`src/rtl/fps_pkg.sv`:
```
package fps_pkg;
    typedef enum logic [3:0] {
        S_IDLE,
        S_ER_SETUP,
        S_ER_PULSE,
        S_ER_RECOV,
        S_BC_TURN,
        S_BC_READ,
        S_PG_SETUP,
        S_PG_WAIT,
        S_PG_PULSE,
        S_PG_RECOV,
        S_VF_WAIT,
        S_VF_READ,
        S_FIN
    } fps_state_e;

    localparam logic [7:0] BLANK_BYTE = 8'hFF;
endpackage

```
`src/rtl/fps_timer.sv`:
```
module fps_timer #(
    parameter int CNT_W = 8
) (
    input  logic             clk,
    input  logic             rst_n,
    input  logic             load,
    input  logic [CNT_W-1:0] load_val,
    output logic             zero
);
    logic [CNT_W-1:0] cnt_q;

    always_ff @(posedge clk or negedge rst_n) begin
        if (!rst_n) begin
            cnt_q <= '0;
        end else if (load) begin
            cnt_q <= load_val;
        end else if (cnt_q != '0) begin
            cnt_q <= cnt_q - 1'b1;
        end
    end

    assign zero = (cnt_q == '0);
endmodule

```
`src/rtl/fps_addr_gen.sv`:
```
module fps_addr_gen #(
    parameter int ADDR_W = 16
) (
    input  logic              clk,
    input  logic              rst_n,
    input  logic              clr,
    input  logic              inc,
    output logic [ADDR_W-1:0] addr,
    output logic              last
);
    logic [ADDR_W-1:0] addr_q;

    always_ff @(posedge clk or negedge rst_n) begin
        if (!rst_n) begin
            addr_q <= '0;
        end else if (clr) begin
            addr_q <= '0;
        end else if (inc) begin
            addr_q <= addr_q + 1'b1;
        end
    end

    assign addr = addr_q;
    assign last = (addr_q == {ADDR_W{1'b1}});
endmodule

```
`src/rtl/fps_fsm.sv`:
```
module fps_fsm
    import fps_pkg::*;
#(
    parameter int ADDR_W    = 16,
    parameter int CNT_W     = 8,
    parameter int SETUP_CYC = 2,
    parameter int ERASE_CYC = 2,
    parameter int PROG_CYC  = 2,
    parameter int RECOV_CYC = 2,
    parameter int READ_CYC  = 2
) (
    input  logic              clk,
    input  logic              rst_n,
    input  logic              start,
    input  logic              src_valid,
    input  logic [7:0]        src_data,
    input  logic [7:0]        dq_in,
    input  logic [ADDR_W-1:0] addr,
    input  logic              addr_last,
    input  logic              tmr_zero,
    output logic              tmr_load,
    output logic [CNT_W-1:0]  tmr_val,
    output logic              addr_clr,
    output logic              addr_inc,
    output logic              src_ready,
    output logic              ce_n,
    output logic              oe_n,
    output logic              vpp_en,
    output logic              a9_hv_en,
    output logic              dq_oe,
    output logic [7:0]        dq_out,
    output logic              busy,
    output logic              done,
    output logic              pass,
    output logic [ADDR_W-1:0] fail_addr
);
    localparam logic [CNT_W-1:0] T_SETUP = CNT_W'(SETUP_CYC - 1);
    localparam logic [CNT_W-1:0] T_ERASE = CNT_W'(ERASE_CYC - 1);
    localparam logic [CNT_W-1:0] T_PROG  = CNT_W'(PROG_CYC - 1);
    localparam logic [CNT_W-1:0] T_RECOV = CNT_W'(RECOV_CYC - 1);
    localparam logic [CNT_W-1:0] T_READ  = CNT_W'(READ_CYC - 1);

    fps_state_e state_q, state_d;
    logic [7:0] byte_q;
    logic       pass_q;
    logic [ADDR_W-1:0] fail_q;
    logic       take;
    logic       mismatch;
    logic [7:0] expect_byte;

    assign take        = src_valid && src_ready;
    assign expect_byte = (state_q == S_BC_READ) ? BLANK_BYTE : byte_q;
    assign mismatch    = (dq_in != expect_byte);

    // state register
    always_ff @(posedge clk or negedge rst_n) begin
        if (!rst_n) begin
            state_q <= S_IDLE;
        end else begin
            state_q <= state_d;
        end
    end

    // next state, counter load and address control
    always_comb begin
        state_d  = state_q;
        addr_clr = 1'b0;
        addr_inc = 1'b0;
        unique case (state_q)
            S_IDLE: begin
                if (start) begin
                    state_d  = S_ER_SETUP;
                    addr_clr = 1'b1;
                end
            end
            S_ER_SETUP: if (tmr_zero) state_d = S_ER_PULSE;
            S_ER_PULSE: if (tmr_zero) state_d = S_ER_RECOV;
            S_ER_RECOV: if (tmr_zero) state_d = S_BC_TURN;
            S_BC_TURN:  state_d = S_BC_READ;
            S_BC_READ: begin
                if (tmr_zero) begin
                    if (mismatch) begin
                        state_d = S_FIN;
                    end else if (addr_last) begin
                        state_d  = S_PG_SETUP;
                        addr_clr = 1'b1;
                    end else begin
                        state_d  = S_BC_TURN;
                        addr_inc = 1'b1;
                    end
                end
            end
            S_PG_SETUP: if (tmr_zero) state_d = S_PG_WAIT;
            S_PG_WAIT:  if (take) state_d = S_PG_PULSE;
            S_PG_PULSE: begin
                if (tmr_zero) begin
                    if (addr_last) begin
                        state_d  = S_PG_RECOV;
                        addr_clr = 1'b1;
                    end else begin
                        state_d  = S_PG_WAIT;
                        addr_inc = 1'b1;
                    end
                end
            end
            S_PG_RECOV: if (tmr_zero) state_d = S_VF_WAIT;
            S_VF_WAIT:  if (take) state_d = S_VF_READ;
            S_VF_READ: begin
                if (tmr_zero) begin
                    if (mismatch || addr_last) begin
                        state_d = S_FIN;
                    end else begin
                        state_d  = S_VF_WAIT;
                        addr_inc = 1'b1;
                    end
                end
            end
            S_FIN:   state_d = S_IDLE;
            default: state_d = S_IDLE;
        endcase
    end

    always_comb begin
        tmr_load = (state_d != state_q);
        unique case (state_d)
            S_ER_SETUP, S_PG_SETUP: tmr_val = T_SETUP;
            S_ER_PULSE:             tmr_val = T_ERASE;
            S_PG_PULSE:             tmr_val = T_PROG;
            S_ER_RECOV, S_PG_RECOV: tmr_val = T_RECOV;
            S_BC_READ, S_VF_READ:   tmr_val = T_READ;
            default:                tmr_val = '0;
        endcase
    end

    // captured image byte and job result
    always_ff @(posedge clk or negedge rst_n) begin
        if (!rst_n) begin
            byte_q <= '0;
            pass_q <= 1'b0;
            fail_q <= '0;
        end else begin
            if (take) begin
                byte_q <= src_data;
            end
            if (state_q == S_IDLE && start) begin
                pass_q <= 1'b0;
                fail_q <= '0;
            end else if ((state_q == S_BC_READ || state_q == S_VF_READ) && tmr_zero) begin
                if (mismatch) begin
                    fail_q <= addr;
                end else if (state_q == S_VF_READ && addr_last) begin
                    pass_q <= 1'b1;
                end
            end
        end
    end

    // outputs
    always_comb begin
        ce_n      = 1'b1;
        oe_n      = 1'b1;
        vpp_en    = 1'b0;
        a9_hv_en  = 1'b0;
        dq_oe     = 1'b0;
        src_ready = 1'b0;
        unique case (state_q)
            S_ER_SETUP: begin
                vpp_en   = 1'b1;
                a9_hv_en = 1'b1;
            end
            S_ER_PULSE: begin
                vpp_en   = 1'b1;
                a9_hv_en = 1'b1;
                ce_n     = 1'b0;
            end
            S_BC_READ, S_VF_READ: begin
                ce_n = 1'b0;
                oe_n = 1'b0;
            end
            S_PG_SETUP: vpp_en = 1'b1;
            S_PG_WAIT: begin
                vpp_en    = 1'b1;
                src_ready = 1'b1;
            end
            S_PG_PULSE: begin
                vpp_en = 1'b1;
                ce_n   = 1'b0;
                dq_oe  = 1'b1;
            end
            S_VF_WAIT: src_ready = 1'b1;
            default: begin
                ce_n = 1'b1;
            end
        endcase
    end

    assign dq_out    = byte_q;
    assign busy      = (state_q != S_IDLE);
    assign done      = (state_q == S_FIN);
    assign pass      = pass_q;
    assign fail_addr = fail_q;
endmodule

```
`src/rtl/flash_prog_seq.sv`:
```
module flash_prog_seq #(
    parameter int ADDR_W    = 16,
    parameter int CLK_HZ    = 50_000_000,
    parameter int SETUP_CYC = CLK_HZ / 1_000_000 + 1,
    parameter int ERASE_CYC = CLK_HZ / 10,
    parameter int PROG_CYC  = CLK_HZ / 50_000,
    parameter int RECOV_CYC = CLK_HZ / 1_000_000 + 1,
    parameter int READ_CYC  = CLK_HZ / 20_000_000 + 2
) (
    input  logic              clk,
    input  logic              rst_n,
    input  logic              start,
    output logic              busy,
    output logic              done,
    output logic              pass,
    output logic [ADDR_W-1:0] fail_addr,
    input  logic              src_valid,
    output logic              src_ready,
    input  logic [7:0]        src_data,
    output logic [ADDR_W-1:0] flash_addr,
    output logic              flash_ce_n,
    output logic              flash_oe_n,
    output logic              vpp_en,
    output logic              a9_hv_en,
    output logic [7:0]        dq_out,
    output logic              dq_oe,
    input  logic [7:0]        dq_in
);
    localparam int MAX_A   = (ERASE_CYC > PROG_CYC) ? ERASE_CYC : PROG_CYC;
    localparam int MAX_B   = (RECOV_CYC > SETUP_CYC) ? RECOV_CYC : SETUP_CYC;
    localparam int MAX_C   = (MAX_A > MAX_B) ? MAX_A : MAX_B;
    localparam int MAX_CYC = (MAX_C > READ_CYC) ? MAX_C : READ_CYC;
    localparam int CNT_W   = $clog2(MAX_CYC + 1);

    logic             tmr_load;
    logic [CNT_W-1:0] tmr_val;
    logic             tmr_zero;
    logic             addr_clr;
    logic             addr_inc;
    logic             addr_last;

    fps_timer #(.CNT_W(CNT_W)) u_timer (
        .clk      (clk),
        .rst_n    (rst_n),
        .load     (tmr_load),
        .load_val (tmr_val),
        .zero     (tmr_zero)
    );

    fps_addr_gen #(.ADDR_W(ADDR_W)) u_addr (
        .clk   (clk),
        .rst_n (rst_n),
        .clr   (addr_clr),
        .inc   (addr_inc),
        .addr  (flash_addr),
        .last  (addr_last)
    );

    fps_fsm #(
        .ADDR_W    (ADDR_W),
        .CNT_W     (CNT_W),
        .SETUP_CYC (SETUP_CYC),
        .ERASE_CYC (ERASE_CYC),
        .PROG_CYC  (PROG_CYC),
        .RECOV_CYC (RECOV_CYC),
        .READ_CYC  (READ_CYC)
    ) u_fsm (
        .clk       (clk),
        .rst_n     (rst_n),
        .start     (start),
        .src_valid (src_valid),
        .src_data  (src_data),
        .dq_in     (dq_in),
        .addr      (flash_addr),
        .addr_last (addr_last),
        .tmr_zero  (tmr_zero),
        .tmr_load  (tmr_load),
        .tmr_val   (tmr_val),
        .addr_clr  (addr_clr),
        .addr_inc  (addr_inc),
        .src_ready (src_ready),
        .ce_n      (flash_ce_n),
        .oe_n      (flash_oe_n),
        .vpp_en    (vpp_en),
        .a9_hv_en  (a9_hv_en),
        .dq_oe     (dq_oe),
        .dq_out    (dq_out),
        .busy      (busy),
        .done      (done),
        .pass      (pass),
        .fail_addr (fail_addr)
    );
endmodule

```
`config.mk`:
```
export PLATFORM = sky130hd
export DESIGN_NAME = flash_prog_seq
export DESIGN_NICKNAME = d
export VERILOG_FILES = /design/src/rtl/fps_pkg.sv /design/src/rtl/fps_timer.sv /design/src/rtl/fps_addr_gen.sv /design/src/rtl/fps_fsm.sv /design/src/rtl/flash_prog_seq.sv
export SDC_FILE = /design/constraint.sdc
export NUM_CORES = 1
export LEC_CHECK = 0
export ABC_AREA = 1
export BUFFER_PORTS_ARGS = -buffer_cell sky130_fd_sc_hd__buf_2
export CAP_MARGIN = 20
export CORE_AREA = 8 8 103 174
export CTS_CLUSTER_DIAMETER = 30
export DETAILED_ROUTE_END_ITERATION = 8
export DIE_AREA = 0 0 111 182
export GPL_TIMING_DRIVEN = 0
export PLACE_DENSITY = 0.58
export SETUP_SLACK_MARGIN = 0.05
export SLEW_MARGIN = 20
export SYNTH_ARGS = -nofsm -noshare
export SYNTH_HDL_FRONTEND = slang
export SYNTH_HIERARCHICAL = 1
export SYNTH_SLANG_ARGS = --single-unit
export TNS_END_PERCENT = 10
```
`constraint.sdc`:
```
create_clock -name clk -period 4.7 [get_ports clk]
set_clock_uncertainty 0.1 [all_clocks]
set_input_delay 0.705 -clock clk [delete_from_list [all_inputs] [get_ports clk]]
set_output_delay 0.705 -clock clk [all_outputs]
set_load 0.01 [all_outputs]
```
Word level (Yosys, flattened, before mapping)
Memories as Yosys holds them, arrays and structs flattened.
Cells that the tools add are included.
W data, S select, Z words.
Operators by class
  $add $sub $neg: 2
  equal/unequal tests: 16
  muxes and demuxes: 47
  reductions and logical operators: 22
Operators with widths (count)
  $mux W16: 5
  $mux W4: 13
  $pmux W4 S12: 1
  $mux W23: 2
  $logic_not A23 Y1: 1
  $reduce_bool A23 Y1: 1
  $sub A23 B1 Y23 const B: 1
  $mux W1: 21
  $eq A4 B4 Y1 const B: 5
  $add A16 B1 Y16 const B: 1
  $eq A16 B16 Y1 const B: 1
  $eq A4 B3 Y1 const B: 4
  $reduce_bool A2 Y1: 5
  $eq A4 B2 Y1 const B: 2
  $mux W8: 1
  $ne A8 B8 Y1: 1
  $pmux W1 S3: 2
  $reduce_or A2 Y1: 3
  $reduce_or A5 Y1: 1
  $eq A4 B1 Y1 const B: 1
  $logic_and A1 B1 Y1: 4
  $logic_not A4 Y1: 1
  $ne A4 B4 Y1: 1
  $reduce_bool A4 Y1: 1
  7 further kinds: 8
Storage, ports and cells
  flip-flop bits (word level): 68
  ROM bits: 240
  output and inout bits: 49
  word-level logic and storage cells: 94
  memories: 1
Memories
  (no name shown): depth 16, bits a word 15, rd ports 1, clocked after Yosys merged registers in 0, write ports 0, RTL line fps_fsm.sv:125  | unique case (state_d)

Logic depth before layout (Yosys ltp)
  depth after elaboration: 9
  gate-level depth with buffers: 24
  gate-level depth less buffers: 24

By module
Netlist, hierarchy kept.
By module, submodules not included
  fps_fsm: instances 1, cells an instance 284, area each 2004.4 um^2, seq. area each 725.7 um^2
  fps_timer: instances 1, cells an instance 237, area each 1657.8 um^2, seq. area each 575.6 um^2
  fps_addr_gen: instances 1, cells an instance 121, area each 892.1 um^2, seq. area each 400.4 um^2

Worst setup path after synthesis
Ideal clock, no wire load.
  path kind: register to register
  from: register u_timer.cnt_q[0]
  to: register u_timer.cnt_q[19]
  data arrival time: 2.865 ns
  required time: 4.485 ns
  path slack: 1.620 ns
  cell stages (with the launch flop): 21
  period minus slack after synthesis: 3.080 ns
  path through: dfrtp_1 > inv_1 > ha_1 > nand3_4 > nor2_4 > nand3_2 > inv_1 > inv_1 > nand2_1 > nand2_1 > a221oi_1 > nand3b_1 > xor2_1 > o21ai_1 > clkbuf_1 > inv_1 > nand2_4 > inv_4 > buf_12 > nand2_2 > nand2_2
Between the ends
  longest elaborated chain between the ends: 5
  elaborated cells between the ends (all ways): 17
RTL lines
  start, declared: RTL line fps_timer.sv:10  | logic [CNT_W-1:0] cnt_q;
  start signal, assigned: RTL line fps_timer.sv:16  | cnt_q <= load_val;
  start signal, assigned: RTL line fps_timer.sv:18  | cnt_q <= cnt_q - 1'b1;
  $logic_not A23 Y1 (*): RTL line fps_timer.sv:22  | assign zero = (cnt_q == '0);
  net tmr_zero: RTL line flash_prog_seq.sv:37  | logic tmr_zero;
  $mux W4, or another cell as far along: RTL line fps_fsm.sv:109  | if (tmr_zero) begin
  $pmux W4 S12 (*): RTL line fps_fsm.sv:69  | unique case (state_q)
  net u_fsm.state_d[0]: RTL line fps_fsm.sv:43  | fps_state_e state_q, state_d;
  $ne A4 B4 Y1 (*): RTL line fps_fsm.sv:124  | tmr_load = (state_d != state_q);
  net tmr_load: RTL line flash_prog_seq.sv:35  | logic tmr_load;
  $mux W23 or $reduce_bool A2 Y1 (tied branches)
Mark *: on every way through the listed nets, which the timed path passes. The rest lies on a longest branch. The select of a mux whose other input is x is not followed.
A chain may end at the register's enable or synchronous reset.

Worst setup path after layout
  from: register u_timer.cnt_q[0]
  to: register u_timer.cnt_q[8]
Same word-level chain as after synthesis.

==> run_results.csv <==
group,metric,value,unit
pwr,ir_drop,271.8,uV
routing,drc,0,
cells_and_area,layout-drive-gt1-share,23.16,%
timing,min_period_over_period,80.14,%
synthesis,synth_top_area_share,37.36,%
floorplan,coreArea,15390,um^2
floorplan,initial_core_util,29.59,%
cts,root_buffer,"clkbuf_16",
timing,fin_crit,3.767,ns
timing,final.setup.tns,0,ns
status,status,"completed",
floorplan,die_area,20200,um^2
cts,cts.sink_count,68,
run,cap_violations,0,
timing,whs,0.2087,ns
timing,tightest_slew,0.7871,ns
global_route,grt_max_degree,42,
critical_path,worstPathRequired,4.82,ns
critical_path,crit_fanout,8,
timing,hold_viol_final,0,
synthesis,synth-seq-cells,68,
cts,cts_resized,0,
global_route,grt_pass1_wl,20.82,mm
routing,wl_per_cell,13.77,um
pwr,leakage,2.793,nW
critical_path,cp-start-kind,"flip-flop",
cells_and_area,synthToLayoutAreaGrowth,20.41,%
cells_and_area,stdcell_area,5484,um^2
placed_design,post_dp_cell_area,5184,um^2
cts,postCtsHoldBufs,0,
floorplan,die_y,182,um
synthesis,ys_warn_count,6,
cts,htree_levels,3,
routing,drt-total-wl,12.67,mm
synthesis,seq_area_frac_synth,37.36,%
timing,fmax,0.2655,GHz
placed_design,place_hpwl,10.01,mm
timing,finalSetupViolCount,0,
global_route,grt-ovfl-total,0,
synthesis,synth_edf_count,0,
cells_and_area,nets,754,
cts,post-cts-setup-buffer-count,0,
synthesis,synth_most_common_cell,"nand2_1",
routing,wl_met2,7.423,mm
synthesis,async_reset_ff_share,100.0,%
cells_and_area,antenna_cells,0,
synthesis,ys_top_cells_by_count,"nand2_1, inv_1, nor2_1",
routing,vias_per_cell,4.524,
placed_design,numPortBuffers,68,
synthesis,synth_ff_type,"dfrtp_1",
critical_path,path_class,"reg2reg",
synthesis,synth_area_leader_cell,"dfrtp_1",
cts,clock_latency,0.34,ns
timing,slew_headroom,47.04,%
timing,slew_violations,0,
pwr,powerDensity,603.6,nW/um^2
routing,wl_met3,327,um
worst_hold_path,holdCritPathClass,"in2async",
cts,path_clk_slew,0.06,ns
synthesis,syn_area,4554,um^2
floorplan,io_pins,69,
timing,rsz0062_at_grt,"false",
critical_path,critPathArrivalTime,3.89,ns
synthesis,netlist_top_cells_area,"dfrtp_1, nand2_1, inv_1",
floorplan,row_count,60,
routing,firstDrtPassIters,4,
routing,routedLengthMet1,4.616,mm
routing,routed.top_layer,"met4",
synthesis,synth.avg_cell_area,7.094,um^2
cts,cts_tree,"built",
global_route,antenna_found_initial,0,
global_route,grt_pass1_vias,4229,
floorplan,dieWidth,111,um
synthesis,synthDistinctLibCells,41,
routing,vias,4162,
cts,cts_buffers,9,
critical_path,end_kind,"flip-flop",
synthesis,synth_cells,642,
placed_design,gp_congestion,0.8851,
routing,ant_nets,0,
global_route,track_usage,12.78,%
cts,cts_buffer_depth,2,
routing,drt_iter0_markers,128,
==> worst max-delay path: stages (launching register included) <==
cell      delay, ns
dfrtp_1        0.39
inv_1          0.10
ha_1           0.35
nand3_4        0.14
nor2_4         0.16
nand3_2        0.12
inv_1          0.21
inv_1          0.15
nand2_1        0.12
nand2_1        0.05
a221oi_1       0.23
nand3b_1       0.27
xor2_1         0.20
o21ai_1        0.08
clkbuf_1       0.17
inv_1          0.29
nand4_2        0.28
inv_2          0.16
a21oi_1        0.05
==> final cells by class <==
cell class	count	area (um^2)
Fill cell	1648	9906
Multi-Input combinational cell	463	2325
Sequential cell	68	1702
Timing Repair Buffer	69	370.4
Clock inverter	7	75.07
Clock buffer	9	225.2
Inverter	90	340.3
Tap cell	186	232.7
Buffer	28	214.0
==> flip-flops by register name, summed over array words and instances, names as in the netlist <==
name and flops:
u_timer/cnt_q 23, u_addr/addr 16, u_fsm/pass 1, u_fsm/dq_out 8
u_fsm/state_q 4, u_fsm/fail_addr 16
==> layout by cell type (no fill, tap or decap), types with 17 or more instances in the layout <==
| master | instances |
|---|---|
| a21oi_1 | 26 |
| buf_2 | 69 |
| buf_4 | 17 |
| dfrtp_1 | 68 |
| inv_1 | 83 |
| nand2_1 | 157 |
| nand2_2 | 25 |
| nand3_1 | 39 |
| nor2_1 | 83 |
| o21ai_0 | 24 |
| o21ai_1 | 23 |
==> power breakdown <==
part	internal (mW)	switching (mW)	total (mW)
clock	0.413	0.280	0.693
sequential	0.729	0.120	0.850
combinational	0.632	1.14	1.77
total	1.77	1.54	3.31
==> routing by layer <==
metal / up-vias / track usage, %
li1: 2163 / -
met1: 1908 / 11.67
met2: 71 / 25.98
met3: 20 / 2.310
met4: 0 / 5.815
met5: - / 0
==> kinds of logic after synthesis <==
logic type | after synthesis | synth area share, %
AND/OR/NAND/NOR | 355 | 36.90
buffers and inverters | 118 | 12.17
AO/OA/AOI/OAI | 81 | 9.423
flip-flops | 68 | 37.36
XOR/XNOR | 14 | 2.692
adder cells (fa/ha/maj) | 5 | 1.374
other | 1 | 0.08234
==> path summary, 6_finish.rpt <==
check	slack (ns)	from	endpoint	cells after the start
setup / recovery	0.93	u_timer/cnt_q[0]	u_timer/cnt_q[8]	18
hold / removal	0.21	rst_n	u_timer/cnt_q[16]	1
max in group asynchronous	3.74	rst_n	u_fsm/dq_out[0]	2
min in group clk	0.40	u_fsm/pass	u_fsm/pass	1
setup reg to reg	0.93	u_timer/cnt_q[0]	u_timer/cnt_q[8]	18
hold reg to reg	0.40	u_fsm/pass	u_fsm/pass	1
==> stage by stage <==
| step | cells | power, mW | setup WS, ns | util, % |
|---|---|---|---|---|
| 3_3_place_gp | 903 | 2.634 | 0.8925 | 33.49 |
| 4_1_cts | 920 | 3.367 | 0.9177 | 35.63 |
| 6_report | 920 | 3.310 | 0.9333 | 35.63 |
| 5_1_grt | 920 | 3.616 | 0.4874 | 35.63 |
| 3_5_place_dp | 904 | 2.646 | 0.9537 | 33.68 |
| 2_1_floorplan | 649 | 2.193 | 1.620 | - |
Note: power is estimated with default switching activity, not from simulation.
